<file path="src/rtl/sag_mon_pkg.sv">
package sag_mon_pkg;
  localparam int STATUS_W  = 32;
  localparam int NUM_PH    = 3;
  localparam int WAVE_BIT  = 3;
  localparam int USED_BITS = WAVE_BIT + 1;
endpackage

</file>
<file path="src/rtl/sag_phase_det.sv">
module sag_phase_det #(
  parameter int SAMPLE_W = 16,
  parameter int CNT_W    = 16
) (
  input  logic                       clk_i,
  input  logic                       rst_ni,
  input  logic                       strobe_i,
  input  logic signed [SAMPLE_W-1:0] sample_i,
  input  logic        [SAMPLE_W-1:0] thresh_i,
  input  logic        [CNT_W-1:0]    count_i,
  output logic                       sag_o
);
  localparam int MAG_W = SAMPLE_W + 1;

  logic [MAG_W-1:0] mag;
  logic             is_low;
  logic [CNT_W-1:0] limit;
  logic [CNT_W-1:0] cnt_q;
  logic [CNT_W:0]   cnt_inc;
  logic             sag_q;

  // widen before negating so the most negative code keeps its magnitude
  always_comb begin
    if (sample_i[SAMPLE_W-1]) mag = ~{1'b1, sample_i} + 1'b1;
    else                      mag = {1'b0, sample_i};
  end

  assign is_low  = mag < {1'b0, thresh_i};
  assign limit   = (count_i == '0) ? CNT_W'(1) : count_i;
  assign cnt_inc = {1'b0, cnt_q} + 1'b1;

  always_ff @(posedge clk_i or negedge rst_ni) begin
    if (!rst_ni) begin
      cnt_q <= '0;
      sag_q <= 1'b0;
    end else if (strobe_i) begin
      if (!is_low) begin
        cnt_q <= '0;
        sag_q <= 1'b0;
      end else begin
        if (cnt_q < limit) cnt_q <= cnt_inc[CNT_W-1:0];
        if (cnt_inc >= {1'b0, limit}) sag_q <= 1'b1;
      end
    end
  end

  assign sag_o = sag_q;

  a_r4_clear_on_high: assert property (@(posedge clk_i) disable iff (!rst_ni)
    strobe_i && !is_low |=> !sag_q);
  a_r5_first_low_sets: assert property (@(posedge clk_i) disable iff (!rst_ni)
    strobe_i && is_low && count_i <= CNT_W'(1) |=> sag_q);
  a_r3_hold_between: assert property (@(posedge clk_i) disable iff (!rst_ni)
    !strobe_i |=> $stable(sag_q));
  a_r3_stays_set: assert property (@(posedge clk_i) disable iff (!rst_ni)
    strobe_i && is_low && sag_q |=> sag_q);
endmodule

</file>
<file path="src/rtl/fund_square.sv">
module fund_square #(
  parameter int SAMPLE_W = 16,
  parameter int HYST     = 64
) (
  input  logic                       clk_i,
  input  logic                       rst_ni,
  input  logic                       strobe_i,
  input  logic signed [SAMPLE_W-1:0] sample_i,
  output logic                       wave_o
);
  logic above, below, wave_q;
  int   s_val;

  assign s_val = int'(sample_i);
  assign above = s_val > HYST;
  assign below = s_val < -HYST;

  always_ff @(posedge clk_i or negedge rst_ni) begin
    if (!rst_ni)                wave_q <= 1'b0;
    else if (strobe_i && above) wave_q <= 1'b1;
    else if (strobe_i && below) wave_q <= 1'b0;
  end

  assign wave_o = wave_q;

  a_r7_rise: assert property (@(posedge clk_i) disable iff (!rst_ni)
    strobe_i && above |=> wave_q);
  a_r7_fall: assert property (@(posedge clk_i) disable iff (!rst_ni)
    strobe_i && below |=> !wave_q);
  a_r7_band_hold: assert property (@(posedge clk_i) disable iff (!rst_ni)
    !(strobe_i && (above || below)) |=> $stable(wave_q));
endmodule

</file>
<file path="src/rtl/sag_status_monitor.sv">
module sag_status_monitor
  import sag_mon_pkg::*;
#(
  parameter int SAMPLE_W = 16,
  parameter int CNT_W    = 16,
  parameter int HYST     = 64
) (
  input  logic                       clk_i,
  input  logic                       rst_ni,
  input  logic                       strobe_i,
  input  logic signed [SAMPLE_W-1:0] samp_a_i,
  input  logic signed [SAMPLE_W-1:0] samp_b_i,
  input  logic signed [SAMPLE_W-1:0] samp_c_i,
  input  logic        [SAMPLE_W-1:0] thresh_i,
  input  logic        [CNT_W-1:0]    count_i,
  output logic [STATUS_W-1:0]        status_o,
  output logic                       irq_o
);
  logic signed [SAMPLE_W-1:0] samp [NUM_PH];
  logic [NUM_PH-1:0]          sag;
  logic                       wave;
  logic                       done_q, irq_q;
  logic [STATUS_W-1:0]        status_q;

  assign samp[0] = samp_a_i;
  assign samp[1] = samp_b_i;
  assign samp[2] = samp_c_i;

  for (genvar p = 0; p < NUM_PH; p++) begin : g_ph
    sag_phase_det #(.SAMPLE_W(SAMPLE_W), .CNT_W(CNT_W)) u_det (
      .clk_i    (clk_i),
      .rst_ni   (rst_ni),
      .strobe_i (strobe_i),
      .sample_i (samp[p]),
      .thresh_i (thresh_i),
      .count_i  (count_i),
      .sag_o    (sag[p])
    );
  end

  fund_square #(.SAMPLE_W(SAMPLE_W), .HYST(HYST)) u_fund (
    .clk_i    (clk_i),
    .rst_ni   (rst_ni),
    .strobe_i (strobe_i),
    .sample_i (samp_a_i),
    .wave_o   (wave)
  );

  // pass ends one clock after the strobe; latch and flag it
  always_ff @(posedge clk_i or negedge rst_ni) begin
    if (!rst_ni) begin
      done_q   <= 1'b0;
      irq_q    <= 1'b0;
      status_q <= '0;
    end else begin
      done_q <= strobe_i;
      irq_q  <= done_q;
      if (done_q) status_q <= {{(STATUS_W-USED_BITS){1'b0}}, wave, sag};
    end
  end

  assign status_o = status_q;
  assign irq_o    = irq_q;

  a_r2_upper_zero: assert property (@(posedge clk_i) disable iff (!rst_ni)
    status_o[STATUS_W-1:USED_BITS] == '0);
  a_r8_stable_no_pass: assert property (@(posedge clk_i) disable iff (!rst_ni)
    !done_q |=> $stable(status_o));
  a_r9_irq_after_strobe: assert property (@(posedge clk_i) disable iff (!rst_ni)
    strobe_i |=> ##1 irq_o);
  a_r9_irq_needs_strobe: assert property (@(posedge clk_i) disable iff (!rst_ni)
    !strobe_i |=> ##1 !irq_o);
endmodule

</file>
<file path="config.mk">
export PLATFORM = sky130hd
export DESIGN_NAME = sag_status_monitor
export DESIGN_NICKNAME = d
export VERILOG_FILES = /design/src/rtl/sag_mon_pkg.sv /design/src/rtl/sag_phase_det.sv /design/src/rtl/fund_square.sv /design/src/rtl/sag_status_monitor.sv
export SDC_FILE = /design/constraint.sdc
export NUM_CORES = 1
export LEC_CHECK = 0
export ABC_AREA = 0
export CAP_MARGIN = 20
export CORE_MARGIN = 3
export CORE_UTILIZATION = 35
export CTS_CLUSTER_DIAMETER = 40
export DETAILED_ROUTE_END_ITERATION = 7
export GPL_TIMING_DRIVEN = 0
export PLACE_DENSITY = 0.58
export SYNTH_ARGS = -nofsm -noshare
export SYNTH_HDL_FRONTEND = slang
export SYNTH_SLANG_ARGS = --single-unit
export TNS_END_PERCENT = 10
</file>
<file path="constraint.sdc">
create_clock -name clk_i -period 3.7 [get_ports clk_i]
set_clock_uncertainty 0.2 [all_clocks]
set_input_delay 0.74 -clock clk_i [delete_from_list [all_inputs] [get_ports clk_i]]
set_output_delay 0.74 -clock clk_i [all_outputs]
set_load 0.02 [all_outputs]
</file>
Yosys cells after proc, flatten, opt, wreduce, memory -nomap -nowiden
Cells that the tools add are included.

cells by class
  add/sub/neg operators = 6
  magnitude comparators = 11
  equal/unequal tests = 6
  muxes and demuxes = 18
  bitwise operators = 3
  reduce and logical (&&, ||, !) cells = 10

operators by type and width
  kind                   count
  $mux 16                7
  $add 16x1->17 const B  3
  $add 17x1->17 const B  3
  $ge 17x16->1           3
  $lt 17x16->1           3
  $mux 17                3
  $not 17->17            3
  $lt 16x16->1           3
  $gt 16x8->1 const B    1
  $logic_not 16->1       1
  $lt 16x7->1 const B    1
  $ne 2x2->1 const B     6
  $reduce_and 2->1       6
  $mux 1                 8
  $logic_and 1x1->1      2
  $reduce_bool 2->1      1

storage, ports and cells
  register bits after elaboration = 58
  input bits = 83
  output and inout port bits = 33
  word-level logic and storage cells = 64

Logic depth before layout (Yosys ltp)
  depth after elaboration = 6
  depth in mapped cells = 17
  depth with buffers taken out = 15

Modules after synthesis
From an unflattened synthesis, not the netlist that was laid out.

second synthesis, totals
  cell total of the unflattened synthesis = 909
  area, all modules = 7,727.4 sq um

by module, submodules not included
  module                              instances  cells an instance  area an instance (sq um)  seq. area each (sq um)
  sag_phase_det at g_ph[0].u_det ...  2          282                2,403.6                   425.4
  sag_phase_det at g_ph[1].u_det      1          291                2,391.0                   425.4
  sag_status_monitor                  1          39                 409.1                     150.1
  fund_square                         1          15                 120.1                     25.0

Worst setup path before layout
No wires, ideal clock.

  kind = input port to flip-flop
  start point = in samp_c_i[8]
  end point = reg g_ph[2].u_det.cnt_q[0]
  setup time = 65 ps
  data arrival time = 3,895 ps
  required time = 3,435 ps
  slack = -460 ps
  stages on the path = 12
  buffers on the path = 0
  path through = or4_4 > or4_1 > or3_1 > nor4b_2 > ha_1 > and2_1 > a221oi_1 > a21boi_0 > a31o_2 > nor2_1 > a21oi_2 > mux2_2

between the ends
  cells in the longest elaborated chain, start to end = 6
  elaborated cells on any way between the ends = 7
  those cells by class = 1 x add/sub; 1 x order compare; 1 x eq/ne; 2 x mux; 1 x bitwise; 1 x reduce/logical

RTL lines
  element                     RTL line                  source
  from (decl)                 sag_status_monitor.sv:13  input logic signed [SAMPLE_W-1:0] samp_c_i,
  $not 17->17                 sag_phase_det.sv:24       if (sample_i[SAMPLE_W-1]) mag = ~{1'b1, sample_i} + 1'b1;
  $add 17x1->17               sag_phase_det.sv:24
  $mux 17 (*)                 sag_phase_det.sv:24
  $lt 17x16->1 (*)            sag_phase_det.sv:28       assign is_low = mag < {1'b0, thresh_i};
  $ne 2x2->1 (no line)        -
  $reduce_and 2->1 (no line)  -
  to (signal assigned)        sag_phase_det.sv:41       if (cnt_q < limit) cnt_q <= cnt_inc[CNT_W-1:0];
  to (decl)                   sag_phase_det.sv:18       logic [CNT_W-1:0] cnt_q;

Every way passes the cells marked *; elsewhere a longest branch is shown, timed or not.
A chain may end at the register's enable or synchronous reset.

Worst setup path in the final report
  start point = in samp_c_i[0]
  end point = reg g_ph[2].u_det.cnt_q[3]

The elaborated chain is that of the path after synthesis.

==> run_results.csv <==
group,metric,value,unit
logic_synthesis,ys.flop_type,"dfrtp_1",
floorplan,pin_count,116,
clocking,tritoncts,"yes",
drt,routed_wire_length_per_instance,16.5,µm
drt,detailedRoute.firstIterationViolations,369,
flow_run,cap_violations,0,
clocking,cts-buffers-inserted,9,
clocking,htreeDepth,3,
timing,layout_min_cycle_time,4.01,ns
placed_design,pre_cts_ws,-1.45,ns
layout,layout-drive-gt1-share,19.0,%
power_and_ir_drop,worst_ir_drop_vdd,0.153,mV
logic_synthesis,synth_async_reset_ratio,100,%
clocking,clock_insertion_delay_worst_skew,0.34,ns
drt,residual_drc_count,0,
power_and_ir_drop,leakagePower,0.00477,µW
logic_synthesis,yosys.area.top_type,"ha_1",
placed_design,hpwlAfterDp,16.4,mm
global_routing,grt_usage,18.7,%
layout,synthToLayoutAreaGrowth,32.1,%
timing,rsz_0062_raised_after_global_routing,"true",
global_routing,grt_antenna_before_repair,1,
timing,fmax,250,MHz
timing,timing_hold_violations_final,0,
critical_path,cp.buffers_inverters,3,
drt,drtPass1Iterations,5,
floorplan,start_util,36.1,%
logic_synthesis,synth.top_cell.area_share,24.8,%
critical_path,worst-r2r-cell-count,14,
logic_synthesis,synth_enable_flop_cells,0,
timing,worst_slew_pin_slew,1.08,ns
timing,max-slew-margin-rel,27.3,%
layout,final_util,47.7,%
global_routing,globalRoute.totalOverflow,0,
drt,via_count,6930,
power_and_ir_drop,clockPowerShare,27.7,%
power_and_ir_drop,power.sequential.fraction,28.5,%
global_routing,grt_pass1_wl,34.2,mm
critical_path,cp.arrival,4.03,ns
timing,setup_tns,-6.31,ns
clocking,root_buffer,"clkbuf_16",
logic_synthesis,synthesis.area,7430,µm²
layout,layout.nets,1258,
critical_path,worst_path_dominant_cell_family,"compound AO/OA/AOI/OAI gates",
logic_synthesis,yosys.cell_count.top_type,"ha_1",
critical_path,start_kind,"primary input",
timing,finalCritPeriodShare,108,%
critical_path,criticalPathCategory,"primary input to register",
drt,detail_route.wirelength,21.5,mm
critical_path,cpMaxStageDelayCell,"clkdlybuf4s50_1",
timing,setup_viol,46,
power_and_ir_drop,power.switching_fraction,37.2,%
logic_synthesis,synth_cells,862,
logic_synthesis,synthTopCellsByCount,"ha_1, nand2_1, xnor2_1",
critical_path,worst_setup_path_end_kind,"register",
logic_synthesis,avgSynthCellArea,8.62,µm²
floorplan,die_width,152,µm
logic_synthesis,synth-seq-cells,58,
drt,post_drt_via_cell_ratio,5.31,
logic_synthesis,synth.distinct_cells,65,
floorplan,std_cell_rows,52,
floorplan,fp.coreArea,20600,µm²
critical_path,critical_path_required,3.72,ns
critical_path,worstSetupPathDepth,16,
timing,hold_ws,0.287,ns
logic_synthesis,synth.yosys.seq_area_share,19.5,%
timing,timing_max_transition_violations_final,0,
placed_design,buffer_ports.inserted,86,
critical_path,worst_path_most_repeated_cell,"ha_1",
clocking,clk_pin_slew,0.05,ns
worst_hold_path,hold_path.class,"primary input to asynchronous set/reset pin",
outcome,run_status,"finished with violations",
clocking,hold_buffers,0,
power_and_ir_drop,power.density,300,nW/µm²
outcome,failing_checks,"negative setup slack",
logic_synthesis,synth_area_leaders,"ha_1, dfrtp_1, xnor2_1",
global_routing,first_global_vias,6570,
logic_synthesis,synth.yosys.warnings,0,
timing,post-route-worst-setup-slack,-0.306,ns
power_and_ir_drop,switching_power,1100,µW
power_and_ir_drop,p_int,1850,µW
placed_design,placed_area,8740,µm²
critical_path,critical_path_cell_by_cell,"clkdlybuf4s50_1, inv_1, ha_1, nand2_1, or3_4, o31ai_2, xnor2_1, ha_1, and2_4, a221oi_4, a21boi_2, a31o_2, nor2_4, nor3_4, buf_4, a221o_1",
clocking,tritoncts_num_sinks,58,
global_routing,pin_count_of_the_biggest_net_entering_global_routing,59,
layout,layout.filler_cells,2029,
critical_path,critical_path.max_stage_delay,0.47,ns
floorplan,die_area,23000,µm²
placed_design,gpl.final_weighted_congestion,0.855,
layout,finish.instance_area,9820,µm²
critical_path,crit_path_max_fanout,5,
clocking,cts.path.max_buffers,2,
floorplan,die_height,152,µm
drt,ant_nets,0,
power_and_ir_drop,share_comb_of_total_power,43.8,%
[final timing paths]
check / end / slack [ns] / start
max: g_ph[2].u_det.cnt_q[3]$_DFFE_PN0P_ / -0.31 / samp_c_i[0]
min: g_ph[0].u_det.cnt_q[13]$_DFFE_PN0P_ / 0.29 / rst_ni
max reg2reg: g_ph[0].u_det.sag_o$_DFFE_PN0P_ / 0.33 / g_ph[0].u_det.cnt_q[0]$_DFFE_PN0P_
min reg2reg: status_o[1]$_DFFE_PN0P_ / 0.30 / status_o[1]$_DFFE_PN0P_
max in group asynchronous: g_ph[2].u_det.cnt_q[14]$_DFFE_PN0P_ / 2.49 / rst_ni
min in group clk_i: status_o[1]$_DFFE_PN0P_ / 0.30 / status_o[1]$_DFFE_PN0P_
[per-stage QoR]
step	power, µW	instances
final	2950	1304
after detailed placement	1960	1245
after floorplan	1610	889
after CTS	2900	1294
after global placement	1950	1245
after global routing	3180	1304
[sequential cells by signal, summed over array words and instances, names as in the netlist]
register,cells
g_ph.u_det.cnt_q,48
status_o,4
g_ph.u_det.sag_o,3
done_q,1
irq_o,1
u_fund.wave_o,1
[layer usage]
metal,wire length [µm],global-route usage (%)
met5,0,0
met4,303,4.13
met3,781,2.89
met2,10500,31.9
met1,10000,25.2
[cell families (layout without fill, tap and decap cells)]
logic type      Yosys count  in the layout  synth area share, %
simple gates            259            259                 17.9
compound gates          211            211                 20.0
fa+ha+maj               147            147                 24.8
buf+inv                  92            236                 6.35
xor+xnor                 81             81                 9.55
flops                    58             58                 19.5
mux                      13             13                 1.87
other cells               1             29               0.0505
[placed cells by master (no fill, tap or decap), types with 6 or more instances in the layout]
| cell type | instances |
|---|---|
| nor2b_1 | 12 |
| nand3_1 | 52 |
| xnor2_1 | 61 |
| a22o_1 | 29 |
| buf_6 | 16 |
| and3_1 | 18 |
| mux2i_1 | 6 |
| a41oi_1 | 6 |
| clkbuf_16 | 9 |
| conb_1 | 28 |
| nor3_1 | 16 |
| dfrtp_1 | 58 |
| inv_1 | 41 |
| o211ai_1 | 7 |
| buf_2 | 12 |
| o31ai_1 | 10 |
| clkbuf_1 | 7 |
| clkdlybuf4s50_1 | 63 |
| mux2_2 | 6 |
| or3_4 | 6 |
| ha_1 | 145 |
| nor2_1 | 31 |
| a21o_1 | 20 |
| nand4_1 | 17 |
| buf_4 | 66 |
| o21ai_0 | 27 |
| nand2_1 | 62 |
| a21oi_1 | 49 |
| xor2_1 | 20 |
[layout make-up]
type | count | area [µm²] | share of cell area [%]
multi-input cells | 739 | 6040 | 61.5
flip-flops and latches | 58 | 1450 | 14.8
repair buffers | 129 | 1190 | 12.2
well taps | 270 | 338 | 3.44
plain buffers | 46 | 334 | 3.40
clock buffers | 14 | 274 | 2.79
inverters | 45 | 176 | 1.80
clock inverters | 2 | 10.0 | 0.102
diodes | 1 | 2.50 | 0.0255
[repair_timing]
item                       CTS  global route
setup buffers               31            10
setup endpoints to repair   51            51
gates resized for setup    127            66
pin swaps                   45            40
gates cloned                 2             0
[power groups by stage]
stage / sequential [µW] / clock [µW] / combinational (µW)
final: 842 / 817 / 1290
after CTS: 838 / 836 / 1230
after detailed placement: 848 / 0 / 1120
after global routing: 860 / 857 / 1460
after global placement: 847 / 0 / 1100
after floorplan: 819 / 0 / 787
Power figures use the tool's default switching activity.
